**config.mk**
```make
export PLATFORM = sky130hd
export DESIGN_NAME = uart_rx_tagged
export DESIGN_NICKNAME = d
export VERILOG_FILES = /design/src/rtl/rxt_pkg.sv /design/src/rtl/rxt_framer.sv /design/src/rtl/rxt_fifo.sv /design/src/rtl/rxt_flags.sv /design/src/rtl/uart_rx_tagged.sv
export SDC_FILE = /design/constraint.sdc
export NUM_CORES = 1
export LEC_CHECK = 0
export BUFFER_PORTS_ARGS = -buffer_cell sky130_fd_sc_hd__buf_2
export CAP_MARGIN = 0
export CORE_AREA = 2 2 81 83
export CTS_CLUSTER_SIZE = 10
export DETAILED_ROUTE_END_ITERATION = 10
export DIE_AREA = 0 0 83 85
export GPL_TIMING_DRIVEN = 0
export PLACE_DENSITY_LB_ADDON = 0.25
export SYNTH_ARGS = -nofsm -noshare
export SYNTH_HDL_FRONTEND = slang
export SYNTH_SLANG_ARGS = --single-unit
```
**constraint.sdc**
```tcl
create_clock -name clk -period 2.51 [get_ports clk]
set_clock_uncertainty 0.1 [all_clocks]
set_input_delay 0.251 -clock clk [delete_from_list [all_inputs] [get_ports clk]]
set_output_delay 0.251 -clock clk [all_outputs]
set_load 0.05 [all_outputs]
```
**src/rtl/rxt_pkg.sv**
```systemverilog
// Shared constants and types for the tagged receiver.
// Assumes a fixed 16-bit read-out word whose tag positions are behaviour.
package rxt_pkg;
    localparam int DATA_W   = 9;
    localparam int MIN_BITS = 5;
    localparam int WORD_W   = 16;
    localparam int PERR_POS = 14;
    localparam int FERR_POS = 15;
    localparam int PAD_W    = WORD_W - 2 - DATA_W;
    localparam int DB_W     = $clog2(DATA_W + 1);

    typedef enum logic [2:0] {
        ST_IDLE,
        ST_START,
        ST_DATA,
        ST_PAR,
        ST_STOP,
        ST_STOP2
    } rx_state_e;

    typedef struct packed {
        logic              ferr;
        logic              perr;
        logic [DATA_W-1:0] data;
    } rx_char_t;

    localparam int CHAR_W = $bits(rx_char_t);
endpackage

```
**src/rtl/rxt_framer.sv**
```systemverilog
// Frame assembler: finds the start bit, samples each bit at its centre and
// emits one tagged character per frame as a one-cycle push.
// Assumes rx_i is synchronous and tick_i comes OSR times per bit period.
module rxt_framer
    import rxt_pkg::*;
#(
    parameter int OSR = 16
) (
    input  logic            clk,
    input  logic            rst_n,
    input  logic            active_i,
    input  logic            tick_i,
    input  logic            rx_i,
    input  logic [DB_W-1:0] cfg_dbits_i,
    input  logic [1:0]      cfg_par_i,
    input  logic            cfg_two_stop_i,
    output logic            push_o,
    output rx_char_t        char_o
);
    localparam int TC_W = $clog2(OSR);
    localparam logic [TC_W-1:0] MID  = TC_W'(OSR / 2 - 1);
    localparam logic [TC_W-1:0] LAST = TC_W'(OSR - 1);

    rx_state_e         st;
    logic [TC_W-1:0]   tcnt;
    logic [DB_W-1:0]   bcnt;
    logic [DB_W-1:0]   nbits;
    logic [DATA_W-1:0] shreg;
    logic              pbit_q;

    // Clamp the configured length into the supported range.
    always_comb begin
        if (cfg_dbits_i < DB_W'(MIN_BITS))
            nbits = DB_W'(MIN_BITS);
        else if (cfg_dbits_i > DB_W'(DATA_W))
            nbits = DB_W'(DATA_W);
        else
            nbits = cfg_dbits_i;
    end

    // Bit-level state machine, advanced only on oversample ticks.
    always_ff @(posedge clk) begin
        if (!rst_n) begin
            st     <= ST_IDLE;
            tcnt   <= '0;
            bcnt   <= '0;
            shreg  <= '0;
            pbit_q <= 1'b0;
            push_o <= 1'b0;
            char_o <= '0;
        end else begin
            push_o <= 1'b0;
            if (!active_i) begin
                st   <= ST_IDLE;
                tcnt <= '0;
            end else if (tick_i) begin
                case (st)
                    ST_IDLE: begin
                        if (!rx_i) begin
                            st   <= ST_START;
                            tcnt <= '0;
                        end
                    end
                    ST_START: begin
                        if (tcnt == MID) begin
                            tcnt  <= '0;
                            bcnt  <= '0;
                            shreg <= '0;
                            st    <= rx_i ? ST_IDLE : ST_DATA;
                        end else begin
                            tcnt <= tcnt + 1'b1;
                        end
                    end
                    ST_DATA: begin
                        if (tcnt == LAST) begin
                            tcnt        <= '0;
                            shreg[bcnt] <= rx_i;
                            if (bcnt == nbits - 1'b1)
                                st <= cfg_par_i[1] ? ST_PAR : ST_STOP;
                            else
                                bcnt <= bcnt + 1'b1;
                        end else begin
                            tcnt <= tcnt + 1'b1;
                        end
                    end
                    ST_PAR: begin
                        if (tcnt == LAST) begin
                            tcnt   <= '0;
                            pbit_q <= rx_i;
                            st     <= ST_STOP;
                        end else begin
                            tcnt <= tcnt + 1'b1;
                        end
                    end
                    ST_STOP: begin
                        if (tcnt == LAST) begin
                            tcnt        <= '0;
                            push_o      <= 1'b1;
                            char_o.data <= shreg;
                            char_o.perr <= cfg_par_i[1] & (^shreg ^ pbit_q ^ cfg_par_i[0]);
                            char_o.ferr <= ~rx_i;
                            st          <= cfg_two_stop_i ? ST_STOP2 : ST_IDLE;
                        end else begin
                            tcnt <= tcnt + 1'b1;
                        end
                    end
                    ST_STOP2: begin
                        if (tcnt == LAST) begin
                            tcnt <= '0;
                            st   <= ST_IDLE;
                        end else begin
                            tcnt <= tcnt + 1'b1;
                        end
                    end
                    default: st <= ST_IDLE;
                endcase
            end
        end
    end
endmodule

```
**src/rtl/rxt_fifo.sv**
```systemverilog
// Small receive buffer: stores on push unless full, drops otherwise.
// Assumes pop is ignored when empty; head data is meaningful only when valid.
module rxt_fifo #(
    parameter int DEPTH = 2,
    parameter int W     = 11
) (
    input  logic         clk,
    input  logic         rst_n,
    input  logic         push_i,
    input  logic [W-1:0] din_i,
    input  logic         pop_i,
    output logic [W-1:0] dout_o,
    output logic         valid_o,
    output logic         full_o,
    output logic         stored_o,
    output logic         dropped_o
);
    localparam int PTR_W = (DEPTH > 1) ? $clog2(DEPTH) : 1;
    localparam int CNT_W = $clog2(DEPTH + 1);
    localparam logic [PTR_W-1:0] PTR_LAST = PTR_W'(DEPTH - 1);

    logic [W-1:0]     mem [DEPTH];
    logic [PTR_W-1:0] wr_ptr;
    logic [PTR_W-1:0] rd_ptr;
    logic [CNT_W-1:0] count;
    logic             do_pop;

    assign valid_o   = (count != '0);
    assign full_o    = (count == CNT_W'(DEPTH));
    assign stored_o  = push_i & ~full_o;
    assign dropped_o = push_i & full_o;
    assign do_pop    = pop_i & valid_o;
    assign dout_o    = mem[rd_ptr];

    // Entry storage; written only when a push is accepted.
    always_ff @(posedge clk) begin
        if (stored_o)
            mem[wr_ptr] <= din_i;
    end

    // Pointer and occupancy bookkeeping.
    always_ff @(posedge clk) begin
        if (!rst_n) begin
            wr_ptr <= '0;
            rd_ptr <= '0;
            count  <= '0;
        end else begin
            if (stored_o)
                wr_ptr <= (wr_ptr == PTR_LAST) ? '0 : wr_ptr + 1'b1;
            if (do_pop)
                rd_ptr <= (rd_ptr == PTR_LAST) ? '0 : rd_ptr + 1'b1;
            if (stored_o && !do_pop)
                count <= count + 1'b1;
            else if (do_pop && !stored_o)
                count <= count - 1'b1;
        end
    end
endmodule

```
**src/rtl/rxt_flags.sv**
```systemverilog
// Receiver enable state and the two sticky event flags.
// Assumes the commands and clears are single-cycle pulses.
module rxt_flags (
    input  logic       clk,
    input  logic       rst_n,
    input  logic       en_cmd_i,
    input  logic       dis_cmd_i,
    input  logic       stored_i,
    input  logic       dropped_i,
    input  logic [1:0] clr_i,
    output logic       active_o,
    output logic       avail_o,
    output logic       ovf_o
);
    // Enable state: a disable beats a simultaneous enable.
    always_ff @(posedge clk) begin
        if (!rst_n)
            active_o <= 1'b0;
        else if (dis_cmd_i)
            active_o <= 1'b0;
        else if (en_cmd_i)
            active_o <= 1'b1;
    end

    // Sticky flags: a new event beats a simultaneous clear.
    always_ff @(posedge clk) begin
        if (!rst_n) begin
            avail_o <= 1'b0;
            ovf_o   <= 1'b0;
        end else begin
            avail_o <= stored_i  | (avail_o & ~clr_i[0]);
            ovf_o   <= dropped_i | (ovf_o   & ~clr_i[1]);
        end
    end
endmodule

```
**src/rtl/uart_rx_tagged.sv**
```systemverilog
// Top of the tagged receiver: framer, two-entry buffer and flag logic.
// Assumes a synchronised line input and a 16x oversample enable.
module uart_rx_tagged
    import rxt_pkg::*;
#(
    parameter int OSR   = 16,
    parameter int DEPTH = 2
) (
    input  logic              clk,
    input  logic              rst_n,
    input  logic              tick_i,
    input  logic              rx_i,
    input  logic [DB_W-1:0]   cfg_dbits_i,
    input  logic [1:0]        cfg_par_i,
    input  logic              cfg_two_stop_i,
    input  logic              en_cmd_i,
    input  logic              dis_cmd_i,
    input  logic              rd_i,
    input  logic [1:0]        flag_clr_i,
    output logic [WORD_W-1:0] rx_word_o,
    output logic              valid_o,
    output logic              flag_avail_o,
    output logic              flag_ovf_o
);
    logic              rx_active;
    logic              frm_push;
    rx_char_t          frm_char;
    logic [CHAR_W-1:0] buf_dout;
    rx_char_t          head;
    logic              buf_full;
    logic              buf_stored;
    logic              buf_dropped;

    rxt_framer #(.OSR(OSR)) u_framer (
        .clk            (clk),
        .rst_n          (rst_n),
        .active_i       (rx_active),
        .tick_i         (tick_i),
        .rx_i           (rx_i),
        .cfg_dbits_i    (cfg_dbits_i),
        .cfg_par_i      (cfg_par_i),
        .cfg_two_stop_i (cfg_two_stop_i),
        .push_o         (frm_push),
        .char_o         (frm_char)
    );

    rxt_fifo #(.DEPTH(DEPTH), .W(CHAR_W)) u_fifo (
        .clk       (clk),
        .rst_n     (rst_n),
        .push_i    (frm_push),
        .din_i     (frm_char),
        .pop_i     (rd_i),
        .dout_o    (buf_dout),
        .valid_o   (valid_o),
        .full_o    (buf_full),
        .stored_o  (buf_stored),
        .dropped_o (buf_dropped)
    );

    rxt_flags u_flags (
        .clk       (clk),
        .rst_n     (rst_n),
        .en_cmd_i  (en_cmd_i),
        .dis_cmd_i (dis_cmd_i),
        .stored_i  (buf_stored),
        .dropped_i (buf_dropped),
        .clr_i     (flag_clr_i),
        .active_o  (rx_active),
        .avail_o   (flag_avail_o),
        .ovf_o     (flag_ovf_o)
    );

    // Format the head entry into the read-out word; zero while empty.
    always_comb begin
        head      = rx_char_t'(buf_dout);
        rx_word_o = '0;
        if (valid_o)
            rx_word_o = {head.ferr, head.perr, {PAD_W{1'b0}}, head.data};
    end
endmodule

```
; ---- Word level (Yosys, flattened, before mapping)
; Memory sizes are Yosys's and may differ from the RTL's. A register that Yosys moved wholly into a read port is not among the register bits.
; Index checks and enable logic that the tools add are counted.
[word_totals]
regBits = 40
mem_bits_rw = 22
inputBits = 16
output_inout_bits = 19
wordCells = 117
mem_count = 1
[mem_list]
columns = name, words, word_bits, read_ports, rd_clocked_by_memory_dff, write_ports, line_no
row1 = u_fifo.mem, 2, 11, 1, 1, 1, rxt_fifo.sv:22  ; logic [W-1:0] mem [DEPTH];
[op_classes]
addsub = 7
n_lt_le_gt_ge = 4
n_eq_ne = 17
muxes = 37
bitwise_logic = 15
reduce_logical = 21
[ops]
columns = op, count
row1 = 2-to-1 mux 4 bit, 8
row2 = 2-to-1 mux 3 bit, 9
row3 = 2-to-1 mux 9 bit, 2
row4 = case mux 3 bit (6 select lines), 1
row5 = case mux 9 bit (2 select lines), 1
row6 = 2-to-1 mux 16 bit, 1
row7 = != test 2 x 1 -> 1 bit (second input constant), 6
row8 = case mux 4 bit (3 select lines), 1
row9 = AND reduction 4 bit, 3
row10 = bitwise mux 9 bit, 1
row11 = XOR reduction 9 bit, 1
row12 = adder 4 x 1 -> 4 bit (second input constant), 2
row13 = 2-to-1 mux 1 bit, 8
row14 = case mux 4 bit (2 select lines), 1
row15 = AND reduction 8 bit, 1
row16 = AND 1 bit, 6
row17 = == test 3 x 2 -> 1 bit (second input constant), 2
row18 = == test 3 bit (second input constant), 2
row19 = 2-to-1 mux 2 bit, 3
row20 = AND reduction 6 bit, 1
row21 = nonzero test 2 bit, 3
row22 = less-than comparator 4 x 5 -> 1 bit (second input constant), 1
row23 = inverter 1 bit, 5
row24 = AND reduction 5 bit, 1
row25 = other kinds (24), 31

; ---- Depth between registers and ports, before layout
[logic_depth]
word_depth = 8
depth_mapped = 9
ltp_nobuf = 9

; ---- By module
; From an unflattened synthesis, not the netlist that was laid out.
[unflattened]
hier_cells = 309
area_unflattened_um2 = 3151.8
[by_module_without_submodules]
columns = mod, instances, cells_per_inst, area_each_um2, seq_area_each_um2
row1 = rxt_framer, 1, 222, 1879.3, 660.6
row2 = rxt_fifo, 1, 60, 1032.2, 760.7
row3 = uart_rx_tagged, 1, 18, 121.4, 0.0
row4 = rxt_flags, 1, 9, 118.9, 60.1

; ---- Least setup slack after synthesis
; No wires, ideal clock.
[synth_path]
path_kind = in2reg
from = input port cfg_dbits_i[1]
to = register u_framer.st[2]
setup_time_ps = 115
arrival_ps = 2093
slack_ps = 203
path_stages = 9
n_path_buf = 0
path_cell_list = or3b_4 a21oi_4 ha_1 xor2_1 o21ai_0 a211oi_2 a21oi_2 o311ai_1 o21ba_1
[synth_between]
elab_chain_cells = 7
[synth_lines]
columns = element, line_no
row1 = "start, declared", uart_rx_tagged.sv:13  ; input logic [DB_W-1:0] cfg_dbits_i,
row2 = greater-than comparator 4 bit, rxt_framer.sv:35  ; else if (cfg_dbits_i > DB_W'(DATA_W))
row3 = 2-to-1 mux 4 bit, rxt_framer.sv:35
row4 = 2-to-1 mux 4 bit *, rxt_framer.sv:33  ; if (cfg_dbits_i < DB_W'(MIN_BITS))
row5 = subtractor 4 x 1 -> 4 bit *, rxt_framer.sv:78  ; if (bcnt == nbits - 1'b1)
row6 = == test 4 bit *, rxt_framer.sv:78
row7 = != test 2 x 1 -> 1 bit (no source line) *, --
row8 = AND reduction 8 bit (no source line) *, --
row9 = "end signal, assigned", rxt_framer.sv:69  ; st <= rx_i ? ST_IDLE : ST_DATA;
row10 = "end signal, assigned", rxt_framer.sv:79  ; st <= cfg_par_i[1] ? ST_PAR : ST_STOP;
row11 = "end signal, assigned", rxt_framer.sv:102  ; st <= cfg_two_stop_i ? ST_STOP2 : ST_IDLE;
row12 = "end, declared", rxt_framer.sv:24  ; rx_state_e st;
; Every way passes the cells marked *; elsewhere a longest branch is shown, timed or not.
; A chain may end at the register's enable or synchronous reset.

; ---- Final worst setup path
; Ends and elaborated chain as after synthesis.

==> impl_results.md <==
* Critical Path RT at between 2 and 3 ns
* Post-synth cell types at 49
* Status: complete, no violations
* Num CTS Buffers at 9
* Share of the synthesized area in the top cell type at a little over a quarter
* Post-synth ARST share at 0%
* Hold Path Class: in2reg
* Area leader, netlist: dfxtp_1
* Reg-to-Reg End: u_framer.char_o[2]
* WHS Endpoint: u_flags.ovf_o
* Worst path max stage delay at 0.40 ns
* Post-synthesis sequential area ratio at ~49%
* CP Buf/Inv Count at 1
* Setup violators final at 0
* Share of cells above drive strength 1 at 17.50%
* Post-placement setup slack at -0.1522 ns
* Worst slew margin at 36.77%
* EDFF count, synth at 22
* Full die area at between 0.007 and 0.008 mm²
* Maxcap violations at 0
* Hold Path Stages at 3
* Routed wire length per instance at 13.25 µm
* Fin nets at roughly 380
* Grt total ovfl at 0
* Initial antenna violation count at 0
* Vias/cell at between 5 and 6
* Placer Congestion at 0.8442
* Via count at around 2300
* Total GRT Usage at 17.78%
* PD cells at 567.2 mW/mm²
* Number of global-route vias before repair at 2216
* CTS tree: done
* Root Driver: clkbuf_8
* DRT iter0 DRCs at 61
* Diode count at 0
* Pin count of the biggest net entering global routing at 12
* Synth warn at 0
* DR pass1 iterations at 4
* Worst Reg-to-Reg Cells at 7
* Antenna-violating nets left at 0
* Die Y at 85 µm
* Fin area at ~0.0035 mm²
* CTS-repair resized insts at 0
* CP arrival at 2.52 ns
* Setup slack, reg-to-reg at around 0.24 ns
* Initial core utilization at 48.78%
* Peak VDD IR at 0.2737 mV
* Post-DP HPWL at 4.169 mm
* Synthesized instance count at 311
* Crit path cell chain: buf_2 -> or3b_4 -> a21oi_4 -> ha_1 -> xor2_1 -> o21ai_0 -> a211oi_2 -> a21oi_2 -> o311ai_1 -> o21ba_1
* Hold Path Origin: flag_clr_i[1]
* Fin crit period at 2.393 ns
* Clk sink count at 63
* Slowest CP cell: or3b_4
* Prevailing post-synth register cell: dfxtp_1
* Cell leakage power at ~1.4 nW
* Hold Fails Final Rpt at 0
* DRC Markers at 0
* Rows at 29
* Total Power at 1.972 mW
* Clock latency on the worst-skew pair at 0.33 ns
* Worst Setup End Kind: flop
* H-tree depth at 3
* Period utilisation layout at 95.32%
* F_max at 0.4180 GHz
* Main area contributors after synthesis: dfxtp_1 27%, edfxtp_1 22%, mux2i_1 7.6%
* Max-slew violations at 0
* Drt total wl at 5.789 mm
* R2R Path Start: u_framer.tcnt[0]
* RSZ-0062 raised after global routing: no
* Worst-path clk slew at about 0.07 ns
* Core Area at 0.006205 mm²
* Measured slew at the worst slew-check pin at 0.9449 ns
* Delay-heaviest family, CP: compound AO/OA/AOI/OAI gates
* Commonest cells in the netlist: 41 x dfxtp_1, 41 x nor2_1, 23 x mux2i_1
* Final WS setup at 0.1174 ns
* Kind of critical path: in2reg
* Launching element type of the critical path: input port
* Clock buffer depth at 2
* Syn Area/Cell at 9.732 µm²
* Boundary Pins at 35
* Worst Path Max Fanout at 4
* Area after DPL at between 0.003 and 0.004 mm²
* Synthesized area at 0.003027 mm²
* Die width at 83 µm
* Port bufs at 28
* Area Growth Syn to Fin at 14.88%
* Global-route wire length before repair at 9.984 mm
* Seq cells post-synth at between 60 and 70
[cells in the final DEF (no fill, tap or decap), types with 2 or more instances in the layout]
master and instances:
nand3b_1 4, mux2i_1 23, edfxtp_1 22, clkbuf_8 9
clkinv_2 3, nand3_1 13, nand4_1 4, and3_1 4
dfxtp_1 41, xor2_1 7, conb_1 5, a31oi_1 3
nor2_1 41, inv_1 8, nor2b_1 4, mux2_2 2
a22oi_1 2, clkbuf_1 7, nand2_1 22, xnor2_1 11
ha_1 7, nand2b_1 6, buf_4 6, or3_1 5
buf_2 31, and2_1 2, a21oi_1 21, o21ai_0 18
nor3_1 3
[kinds of logic after synthesis]
kind of cell,after synthesis,share of synthesized area (%)
simple gates,116,19.02
flops,63,48.95
compound gates,55,11.08
buf+inv,26,4.381
mux,25,8.350
xor+xnor,18,5.209
fa+ha+maj,7,2.894
other cells,1,0.1239
[layout make-up]
| type | count | area, µm² |
|---|---|---|
| fillers | 579 | 2728 |
| flip-flops and latches | 63 | 1481 |
| multi-input cells | 226 | 1428 |
| repair buffers | 29 | 150.1 |
| clock buffers | 10 | 127.6 |
| plain buffers | 18 | 102.6 |
| well taps | 77 | 96.34 |
| clock inverters | 6 | 61.31 |
| inverters | 8 | 30.03 |
[state kept, by name (all words and copies together), names as in the netlist, named ones only]
signal            flops
u_fifo.mem           22
u_framer.char_o      11
u_framer.shreg        9
u_framer.bcnt         4
u_framer.tcnt         4
u_framer.st           3
u_fifo.count          2
u_fifo.rd_ptr         1
u_fifo.wr_ptr         1
u_flags.active_o      1
u_flags.avail_o       1
u_flags.ovf_o         1
u_framer.pbit_q       1
u_framer.push_o       1
[worst register-to-register path: cells and delay by family (launching register included)]
family | cells | cell delay, ns
simple gates | 4 | 0.89
flops | 1 | 0.38
fa+ha+maj | 1 | 0.25
buf+inv | 1 | 0.31
mux | 1 | 0.20
[what timing repair did]
action                                 CTS  global route
setup buffers                            0             0
setup endpoints to repair                0             0
hold buffers                             1             0
endpoints found under the hold margin    1             0
[routing by layer]
| layer | wire length (µm) | track usage, % |
|---|---|---|
| met5 | 0 | 0 |
| met4 | 114 | 7.750 |
| met3 | 251 | 4.864 |
| met2 | 2888 | 30.65 |
| met1 | 2535 | 20.89 |
[through the flow]
step           cells  hold slack [ns]  util (%)  setup TNS, ns
2_1_floorplan    315           0.2278         -              0
3_3_place_gp     420           0.3136     52.83        -0.1524
3_5_place_dp     420           0.3193     52.83        -0.4428
4_1_cts          437          0.05956     56.04              0
5_1_grt          437          0.07733     56.04              0
6_report         437          0.07228     56.04              0
[power by group]
group / switching, mW / total, mW / internal, mW / leakage, nW
clock: 0.376 / 0.831 / 0.455 / 0.0960
combinational: 0.0579 / 0.0901 / 0.0323 / 0.795
sequential: 0.00191 / 1.05 / 1.05 / 0.482
total: 0.436 / 1.97 / 1.54 / 1.37
[worst max-delay path by stage]
stage / slack, ns / endpoint / depth (start not counted) / start
2_1_floorplan: 0.20 / u_framer.st[2] / 9 / cfg_dbits_i[1]
3_3_place_gp: -0.07 / u_framer.st[2] / 10 / cfg_dbits_i[1]
3_5_place_dp: -0.15 / u_framer.st[2] / 10 / cfg_dbits_i[1]
4_1_cts: 0.22 / u_framer.st[2] / 10 / cfg_dbits_i[1]
5_1_grt: 0.12 / u_framer.char_o[2] / 7 / u_framer.tcnt[0]
6_report: 0.12 / u_framer.st[2] / 10 / cfg_dbits_i[1]
Power figures use the tool's default switching activity.
